===== config.mk =====
export PLATFORM = sky130hd
export DESIGN_NAME = warp_issue_sel
export DESIGN_NICKNAME = d
export VERILOG_FILES = /design/src/rtl/warp_issue_pkg.sv /design/src/rtl/warp_issue_ctrl.sv /design/src/rtl/warp_issue_data.sv /design/src/rtl/warp_issue_sel.sv
export SDC_FILE = /design/constraint.sdc
export NUM_CORES = 2
export LEC_CHECK = 0
export ABC_AREA = 1
export BUFFER_PORTS_ARGS = -buffer_cell sky130_fd_sc_hd__buf_2
export CORE_MARGIN = 2
export CORE_UTILIZATION = 33
export DETAILED_ROUTE_END_ITERATION = 16
export PLACE_DENSITY = 0.55
export SETUP_SLACK_MARGIN = 0.5
export SLEW_MARGIN = 0
export SYNTH_ARGS = -nofsm -noshare
export SYNTH_HDL_FRONTEND = slang
export SYNTH_SLANG_ARGS = --single-unit

===== constraint.sdc =====
create_clock -name clk -period 6.9 [get_ports clk]
set_input_delay 1.035 -clock clk [delete_from_list [all_inputs] [get_ports clk]]
set_output_delay 1.035 -clock clk [all_outputs]
set_load 0.05 [all_outputs]

===== src/rtl/warp_issue_pkg.sv =====
package warp_issue_pkg;
  parameter int NUM_WARPS = 32;
  parameter int NUM_REGS  = 16;
  parameter int TAG_W     = 8;
  localparam int WARP_W   = $clog2(NUM_WARPS);
  localparam int REG_W    = $clog2(NUM_REGS);

  // strobes from control to datapath
  typedef struct packed {
    logic              selValid;
    logic [WARP_W-1:0] selWarp;
    logic              fire;
    logic              insertOk;
  } issue_strobe_t;
endpackage


===== src/rtl/warp_issue_ctrl.sv =====
module warp_issue_ctrl
  import warp_issue_pkg::*;
(
  input  logic                 clk,
  input  logic                 rstN,
  input  logic [NUM_WARPS-1:0] readyVec,
  input  logic [NUM_WARPS-1:0] hiVec,
  input  logic [NUM_WARPS-1:0] slotBusy,
  input  logic                 insValid,
  input  logic [WARP_W-1:0]    insWarp,
  input  logic                 issueReady,
  output issue_strobe_t        strobe
);
  logic [WARP_W-1:0]    rrPtr;
  logic [NUM_WARPS-1:0] hiReady;
  logic [NUM_WARPS-1:0] candVec;
  logic                 found;
  logic [WARP_W-1:0]    winWarp;
  logic                 fire;

  assign hiReady = readyVec & hiVec;
  assign candVec = (|hiReady) ? hiReady : readyVec;

  always_comb begin
    found   = 1'b0;
    winWarp = rrPtr;
    for (int i = 0; i < NUM_WARPS; i++) begin
      logic [WARP_W-1:0] idx;
      idx = WARP_W'((int'(rrPtr) + i) % NUM_WARPS);
      if (!found && candVec[idx]) begin
        found   = 1'b1;
        winWarp = idx;
      end
    end
  end

  assign fire = found && issueReady;

  always_comb begin
    strobe.selValid = found;
    strobe.selWarp  = winWarp;
    strobe.fire     = fire;
    strobe.insertOk = insValid &&
                      (!slotBusy[insWarp] || (fire && (winWarp == insWarp)));
  end

  always_ff @(posedge clk) begin
    if (!rstN) begin
      rrPtr <= '0;
    end else if (fire) begin
      if (int'(winWarp) == NUM_WARPS - 1) rrPtr <= '0;
      else                                rrPtr <= winWarp + 1'b1;
    end
  end
endmodule


===== src/rtl/warp_issue_data.sv =====
module warp_issue_data
  import warp_issue_pkg::*;
(
  input  logic                 clk,
  input  logic                 rstN,
  input  logic [WARP_W-1:0]    insWarp,
  input  logic [TAG_W-1:0]     insTag,
  input  logic [REG_W-1:0]     insSrcA,
  input  logic [REG_W-1:0]     insSrcB,
  input  logic [REG_W-1:0]     insDst,
  input  logic                 insHiPri,
  input  logic                 wbValid,
  input  logic [WARP_W-1:0]    wbWarp,
  input  logic [REG_W-1:0]     wbReg,
  input  issue_strobe_t        strobe,
  output logic [NUM_WARPS-1:0] readyVec,
  output logic [NUM_WARPS-1:0] hiVec,
  output logic [NUM_WARPS-1:0] slotBusy,
  output logic [TAG_W-1:0]     selTag,
  output logic [REG_W-1:0]     selDst
);
  logic [NUM_WARPS-1:0]               busyQ;
  logic [NUM_WARPS-1:0]               hiQ;
  logic [TAG_W-1:0]                   tagQ  [NUM_WARPS];
  logic [REG_W-1:0]                   srcAQ [NUM_WARPS];
  logic [REG_W-1:0]                   srcBQ [NUM_WARPS];
  logic [REG_W-1:0]                   dstQ  [NUM_WARPS];
  logic [NUM_WARPS-1:0][NUM_REGS-1:0] pendQ;

  generate
    for (genvar w = 0; w < NUM_WARPS; w++) begin : g_ready
      assign readyVec[w] = busyQ[w] && !pendQ[w][srcAQ[w]] &&
                           !pendQ[w][srcBQ[w]] && !pendQ[w][dstQ[w]];
    end
  endgenerate

  assign hiVec    = hiQ;
  assign slotBusy = busyQ;
  assign selTag   = tagQ[strobe.selWarp];
  assign selDst   = dstQ[strobe.selWarp];

  // slot storage
  always_ff @(posedge clk) begin
    if (!rstN) begin
      busyQ <= '0;
      hiQ   <= '0;
      for (int w = 0; w < NUM_WARPS; w++) begin
        tagQ[w]  <= '0;
        srcAQ[w] <= '0;
        srcBQ[w] <= '0;
        dstQ[w]  <= '0;
      end
    end else begin
      if (strobe.fire) busyQ[strobe.selWarp] <= 1'b0;
      if (strobe.insertOk) begin
        busyQ[insWarp] <= 1'b1;
        hiQ[insWarp]   <= insHiPri;
        tagQ[insWarp]  <= insTag;
        srcAQ[insWarp] <= insSrcA;
        srcBQ[insWarp] <= insSrcB;
        dstQ[insWarp]  <= insDst;
      end
    end
  end

  // scoreboard: release first, then claim
  always_ff @(posedge clk) begin
    if (!rstN) begin
      pendQ <= '0;
    end else begin
      if (wbValid)     pendQ[wbWarp][wbReg] <= 1'b0;
      if (strobe.fire) pendQ[strobe.selWarp][dstQ[strobe.selWarp]] <= 1'b1;
    end
  end
endmodule


===== src/rtl/warp_issue_sel.sv =====
module warp_issue_sel
  import warp_issue_pkg::*;
(
  input  logic                 clk,
  input  logic                 rstN,
  input  logic                 insValid,
  input  logic [WARP_W-1:0]    insWarp,
  input  logic [TAG_W-1:0]     insTag,
  input  logic [REG_W-1:0]     insSrcA,
  input  logic [REG_W-1:0]     insSrcB,
  input  logic [REG_W-1:0]     insDst,
  input  logic                 insHiPri,
  input  logic                 wbValid,
  input  logic [WARP_W-1:0]    wbWarp,
  input  logic [REG_W-1:0]     wbReg,
  input  logic                 issueReady,
  output logic                 issueValid,
  output logic [WARP_W-1:0]    issueWarp,
  output logic [TAG_W-1:0]     issueTag,
  output logic [REG_W-1:0]     issueDst,
  output logic [NUM_WARPS-1:0] slotBusy
);
  issue_strobe_t        strobe;
  logic [NUM_WARPS-1:0] readyVec;
  logic [NUM_WARPS-1:0] hiVec;

  warp_issue_ctrl u_ctrl (
    .clk        (clk),
    .rstN       (rstN),
    .readyVec   (readyVec),
    .hiVec      (hiVec),
    .slotBusy   (slotBusy),
    .insValid   (insValid),
    .insWarp    (insWarp),
    .issueReady (issueReady),
    .strobe     (strobe)
  );

  warp_issue_data u_data (
    .clk      (clk),
    .rstN     (rstN),
    .insWarp  (insWarp),
    .insTag   (insTag),
    .insSrcA  (insSrcA),
    .insSrcB  (insSrcB),
    .insDst   (insDst),
    .insHiPri (insHiPri),
    .wbValid  (wbValid),
    .wbWarp   (wbWarp),
    .wbReg    (wbReg),
    .strobe   (strobe),
    .readyVec (readyVec),
    .hiVec    (hiVec),
    .slotBusy (slotBusy),
    .selTag   (issueTag),
    .selDst   (issueDst)
  );

  assign issueValid = strobe.selValid;
  assign issueWarp  = strobe.selWarp;
endmodule


### Word level (Yosys, flattened, before mapping)

Memories as Yosys holds them, arrays and structs flattened.
Index checks and enable logic that the tools add are counted.

* add/sub/neg operators: 32
* multiply operators: 0
* divide/modulo/power cells: 0
* magnitude comparators: 138
* equal/unequal tests: 2
* shift operators: 0
* multiplexer cells: 358
* bitwise logic cells: 7
* reduce and logical (&&, ||, !) cells: 269

Operator list (number)
* 2-to-1 mux 512 bit: 3
* AND 512 bit: 1
* inverter 512 bit: 1
* bitwise OR 512 bit: 1
* less-than comparator 4 x 5 -> 1 bit (second input constant): 98
* binary-select mux 1 bit (select 4 bit): 96
* less-than comparator 5 x 6 -> 1 bit (second input constant): 35
* 2-to-1 mux 5 bit: 36
* 2-to-1 mux 1 bit: 173
* binary-select mux 1 bit (select 5 bit): 33
* demux 16 bit (select 5 bit): 2
* logical AND 1 bit: 135
* logical NOT 1 bit: 128
* 2-to-1 mux 32 bit: 4
* adder 5 bit (second input constant): 16
* AND 32 bit: 2
* adder 5 x 4 -> 5 bit (second input constant): 8
* bitwise mux 32 bit: 1
* 2-to-1 mux 16 bit: 2
* inverter 32 bit: 1
* bitwise OR 32 bit: 1
* OR reduction 32 bit: 1
* adder 5 x 3 -> 5 bit (second input constant): 4
* greater-or-equal comparator 5 x 1 -> 1 bit (second input constant): 3
* 12 further kinds: 21

* register bits: 581
* latch bits: 0
* bits in writable memories: 640
* bits in read-only memories: 0
* bits of input ports: 40
* output and inout port bits: 50
* logic and storage cells: 845
* memories kept: 4

Memories
* u_data.tagQ: words 32, bits a word 8, rd ports 1, clocked after memory_dff 0, wr ports 32, line warp_issue_data.sv:24 `logic [TAG_W-1:0] tagQ [NUM_WARPS];`
* u_data.dstQ: words 32, bits a word 4, rd ports 33, clocked after memory_dff 0, wr ports 32, line warp_issue_data.sv:27 `logic [REG_W-1:0] dstQ [NUM_WARPS];`
* u_data.srcAQ: words 32, bits a word 4, rd ports 32, clocked after memory_dff 0, wr ports 32, line warp_issue_data.sv:25 `logic [REG_W-1:0] srcAQ [NUM_WARPS];`
* u_data.srcBQ: words 32, bits a word 4, rd ports 32, clocked after memory_dff 0, wr ports 32, line warp_issue_data.sv:26 `logic [REG_W-1:0] srcBQ [NUM_WARPS];`

### Logic depth before layout (Yosys ltp)

* word-level depth: 115
* mapped depth: 73

### Hierarchy

A second synthesis with hierarchy kept.

* cell total of the unflattened synthesis: 8802
* area total of the unflattened synthesis: 66988.0 sq um

Modules (own cells, without submodules)
* warp_issue_data: times used 1, cells each 7658, area each 61392.6 sq um, seq. area each 30749.5 sq um
* warp_issue_ctrl: times used 1, cells each 1144, area each 5595.4 sq um, seq. area each 100.1 sq um

### Worst setup path before layout

OpenSTA, ideal clock, no wires.

* path kind: register to output
* start point: memory u_data.srcBQ[9][0] in the netlist's numbering
* end point: output port issueTag[6]
* data arrival time: 6839 ps
* path slack: -974 ps
* cell stages (with the launch flop): 51
* path buffers: 6
* path through: edfxtp_1 -> buf_2 -> buf_2 -> o211ai_1 -> nand3_1 -> nand3_1 -> nand2_1 -> nor2_1 -> nand3_1 -> nand2_1 -> nor2_1 -> nand2_1 -> nor2_1 -> buf_2 -> nand3_1 -> nand3_1 -> nand3_1 -> nand3_1 -> (+15 left out) -> nand4_2 -> nor2_2 -> nand2_1 -> nor2_4 -> nand3_2 -> nor2_4 -> nand2_2 -> o21ai_0 -> inv_1 -> nand2_1 -> nand2_1 -> nand2_2 -> buf_2 -> clkbuf_1 -> clkbuf_1 -> o21ai_0 -> a21oi_1 -> nand4_1

RTL lines
* from (decl): line warp_issue_data.sv:26
* to (decl): line warp_issue_sel.sv:19 `output logic [TAG_W-1:0] issueTag,`

==> impl_metrics.sql <==
INSERT INTO impl_metrics (metric_group, metric, value, unit) VALUES
('run_status', 'outcome', 'complete, but fails checks', ''),
('run_status', 'violated_checks', 'negative setup slack', ''),
('setup_path', 'arrival', '8.25', 'ns'),
('clock_tree', 'clockRootBuffer', 'clkbuf_16', ''),
('worst_hold_path', 'worstHoldPathCells', '2', ''),
('global_routing', 'grt.overflow.total', '0', ''),
('global_routing', 'grt_pass1_vias', '71000', ''),
('yosys', 'synth_fp_nets', '9777', ''),
('timing', 'timing_hold_violations_final', '0', ''),
('drt', 'routedWlPerCell', '26.1', 'um'),
('yosys', 'post_synth_cell_types', '48', ''),
('setup_path', 'reg2reg_slack', '-1.39', 'ns'),
('final_layout', 'final_nets', '10600', ''),
('timing', 'timing.fmax', '108', 'MHz'),
('global_routing', 'grt_start_max_net_pins', '169', ''),
('drt', 'postRouteAntennaNets', '0', ''),
('drt', 'route.layer.met1.wl', '138000', 'um'),
('drt', 'firstDrtPassIters', '8', ''),
('timing', 'finalCriticalPeriod', '9.28', 'ns'),
('clock_tree', 'cts_inserted_buffers', '150', ''),
('yosys', 'synth-seq-area-share', '43.6', '%'),
('floorplanning', 'die_width', '467', 'um'),
('floorplanning', 'floorplan.die.height', '467', 'um'),
('yosys', 'synth_seq_cells', '1221', ''),
('floorplanning', 'io_pins', '90', ''),
('final_layout', 'post_route_cells_drive_above_1_share', '21.4', '%'),
('setup_path', 'setup.worst_path.start_class', 'flip-flop', ''),
('timing', 'slew_violations', '0', ''),
('place', 'routabilityCongestion', '1.02', ''),
('setup_path', 'cp_slowest_stage_delay', '0.51', 'ns'),
('clock_tree', 'clk-insertion-delay-late', '0.86', 'ns'),
('drt', 'top_layer_used', 'met5', ''),
('drt', 'drt-total-wl', '353000', 'um'),
('yosys', 'syn_inst', '9720', ''),
('drt', 'remaining_routing_drc_violations', '0', ''),
('timing', 'finalClockSkew', '0.0632', 'ns'),
('drt', 'dr_iter_0_viols', '9526', ''),
('global_routing', 'global_route_wire_length_before_repair', '494000', 'um'),
('setup_path', 'setup.worst_path.class', 'reg2out', ''),
('yosys', 'async_flop_share', '0', '%'),
('floorplanning', 'floorplan.die_area', '0.218', 'sq mm'),
('yosys', 'syn_area', '0.0708', 'sq mm'),
('setup_path', 'cp_num_cells', '53', ''),
('drt', 'vias_per_cell', '5.65', ''),
('timing', 'worst_slew_margin_rel', '19.4', '%'),
('setup_path', 'critical_path.endpoint_type', 'output pin', ''),
('drt', 'vias', '76600', ''),
('final_layout', 'area_delta_synth_final', '30.4', '%'),
('floorplanning', 'floorplan.core_area', '0.214', 'sq mm'),
('yosys', 'ys.flop_type', 'edfxtp_1', ''),
('global_routing', 'grt_usage', '30.7', '%'),
('clock_tree', 'cts_tree', 'done', ''),
('setup_path', 'cp_top_family', 'simple AND/OR/NAND/NOR gates', ''),
('clock_tree', 'h_tree_lvl_count', '4', ''),
('place', 'dp.final_hpwl', '226000', 'um'),
('yosys', 'synth-edff-count', '640', ''),
('setup_path', 'timing.critical_path.fanout_max', '8', ''),
('drt', 'met3_length', '30900', 'um'),
('timing', 'tightest_slew', '1.20', 'ns'),
('timing', 'final-setup-viol-count', '1878', ''),
('setup_path', 'r2r.worst_path.cells', '67', ''),
('floorplanning', 'initial_core_util', '33.1', '%'),
('final_layout', 'final_core_util', '43.2', '%'),
('clock_tree', 'cts_num_sinks', '1221', ''),
('yosys', 'synth_top_cells_by_area', 'edfxtp_1 27%, dfxtp_1 16%, nand3_1 11%, nand2_1 10%, o21ai_0 6.0%', ''),
('yosys', 'synth_area_leader_cell', 'edfxtp_1', ''),
('clock_tree', 'clockBufferDepth', '3', ''),
('job', 'max_cap_violations', '0', ''),
('worst_hold_path', 'timing.hold.worst.class', 'reg2reg', ''),
('timing', 'period_utilisation_layout', '135', '%'),
('yosys', 'synth.top_cell.area_share', '27.1', '%'),
('floorplanning', 'rows', '170', ''),
('setup_path', 'crit_slowest_cell', 'o21ai_0', ''),
('place', 'placement.io_buffers', '89', ''),
('clock_tree', 'clkTransAtPathRegs', '0.05', 'ns'),
('timing', 'setup_ws', '-2.38', 'ns'),
('setup_path', 'crit_path_frequent_cell', 'nor2_4', ''),
('global_routing', 'antenna_violations_before_repair', '18', ''),
('timing', 'setup_repair_after_global_routing_missed_its_margin', 'yes', ''),
('yosys', 'syn_area_per_cell', '7.29', 'sq um'),
('yosys', 'ys.warnings.count', '0', ''),
('setup_path', 'timing.critical_path.required', '5.86', 'ns'),
('setup_path', 'crit_buf_inv', '7', ''),
('drt', 'wl_met2', '159000', 'um');
==> layout make-up <==
cell class	count	area, sq um
Fill cell	21800	122000
Multi-Input combinational cell	6943	35700
Sequential cell	1221	30900
Timing Repair Buffer	1377	13900
Clock buffer	207	4320
Tap cell	2838	3550
Inverter	881	3370
Clock inverter	71	702
Antenna cell	15	37.5
==> layer usage <==
layer / track usage (%) / vias to the layer above
met4: 19.9 / 2
li1: - / 34700
met2: 48.6 / 4078
met5: 0 / -
met1: 38.7 / 36800
met3: 5.07 / 998
==> stage by stage <==
stage / instance area [sq um] / setup slack, ns / setup TNS, ns / instances / hold slack (ns)
3_3_place_gp: 81600 / -2.64 / -3142.60 / 13100 / 0.449
4_1_cts: 89100 / -2.40 / -2259.04 / 13500 / 0.475
5_1_grt: 92400 / -2.64 / -2769.43 / 13500 / 0.491
2_1_floorplan: 71300 / -0.400 / -4.99 / 9720 / 0.439
3_5_place_dp: 81600 / -2.68 / -3206.64 / 13100 / 0.458
6_report: 92400 / -2.38 / -1836.96 / 13600 / 0.472
==> cells in the mapped netlist (3+ instances only) <==
library cell / number
a21boi_0: 3
a21oi_1: 735
a22oi_1: 16
a31oi_1: 19
a32o_1: 16
buf_1: 20
buf_2: 218
buf_4: 106
buf_6: 51
clkbuf_1: 215
clkinv_1: 9
dfxtp_1: 581
dlygate4sd1_1: 71
edfxtp_1: 640
ha_1: 17
inv_1: 855
inv_2: 16
mux2i_1: 17
nand2_1: 1944
nand2_2: 8
nand3_1: 1594
nand3b_1: 27
nand4_1: 34
nand4_2: 4
nor2_1: 1031
nor2_2: 8
nor2_4: 8
nor3_1: 105
o211ai_1: 377
o21a_1: 8
o21ai_0: 848
o21ai_1: 49
or2_1: 9
or2_2: 27
xnor2_1: 3
xor2_1: 16
==> cells in the final DEF, fill, tap and decap left out, types with 79 or more instances in the layout <==
cell	n
dfxtp_1	580
nor2_4	88
nor2_1	902
nand2_1	1803
nand3_1	1400
buf_2	79
nor3_1	98
o21ai_0	792
a21oi_1	671
clkbuf_16	175
nand2_2	114
o211ai_1	377
buf_12	192
nand3_2	175
buf_6	89
buf_4	958
o21ai_1	89
edfxtp_1	640
inv_1	819
==> flip-flops by register name, indices dropped and copies added, names as in the netlist <==
register,flops
u_data.pendQ,512
u_data.tagQ,256
u_data.dstQ,128
u_data.srcAQ,128
u_data.srcBQ,128
u_data.hiVec,32
u_data.slotBusy,32
u_ctrl.rrPtr,5
==> final timing paths <==
| check | start | to |
|---|---|---|
| setup / recovery | u_data.srcBQ[12][0]$_SDFFCE_PN0P_ | issueTag[4] |
| hold / removal | u_data.pendQ[87]$_SDFF_PN0_ | u_data.pendQ[87]$_SDFF_PN0_ |
| setup reg to reg | u_data.srcBQ[12][0]$_SDFFCE_PN0P_ | u_data.pendQ[294]$_SDFF_PN0_ |
| hold reg to reg | u_data.pendQ[87]$_SDFF_PN0_ | u_data.pendQ[87]$_SDFF_PN0_ |
==> logic make-up (layout without fill, tap and decap cells) <==
family | Yosys count | in the layout | share of synthesized area, %
other | 0 | 15 | 0
AOI/OAI and AO/OA | 2077 | 2077 | 16.3
and+or+nand+nor | 4806 | 4813 | 29.1
buffers and inverters | 1563 | 2536 | 10.3
adders and majority gates | 17 | 17 | 0.300
muxes | 17 | 17 | 0.240
xor gates and xnor gates | 19 | 19 | 0.235
DFF | 1221 | 1221 | 43.6
==> tightest hold or removal path: stages, from the launching register on <==
cell and delay [ns]:
dfxtp_1 0.30, o21ai_0 0.06, a21oi_1 0.06
==> repair_timing <==
item                                    CTS  global route
hold buffers                              0             0
setup endpoints to repair              1879          1879
cloned                                   23            23
pin swaps                                75           178
endpoints found under the hold margin     0             0
buffers inserted                         97            62
resized for setup                       326           564
Power is left out: the tool's default activity adds up to more than one toggle a clock period on the data nets, which glitch-free logic cannot reach.
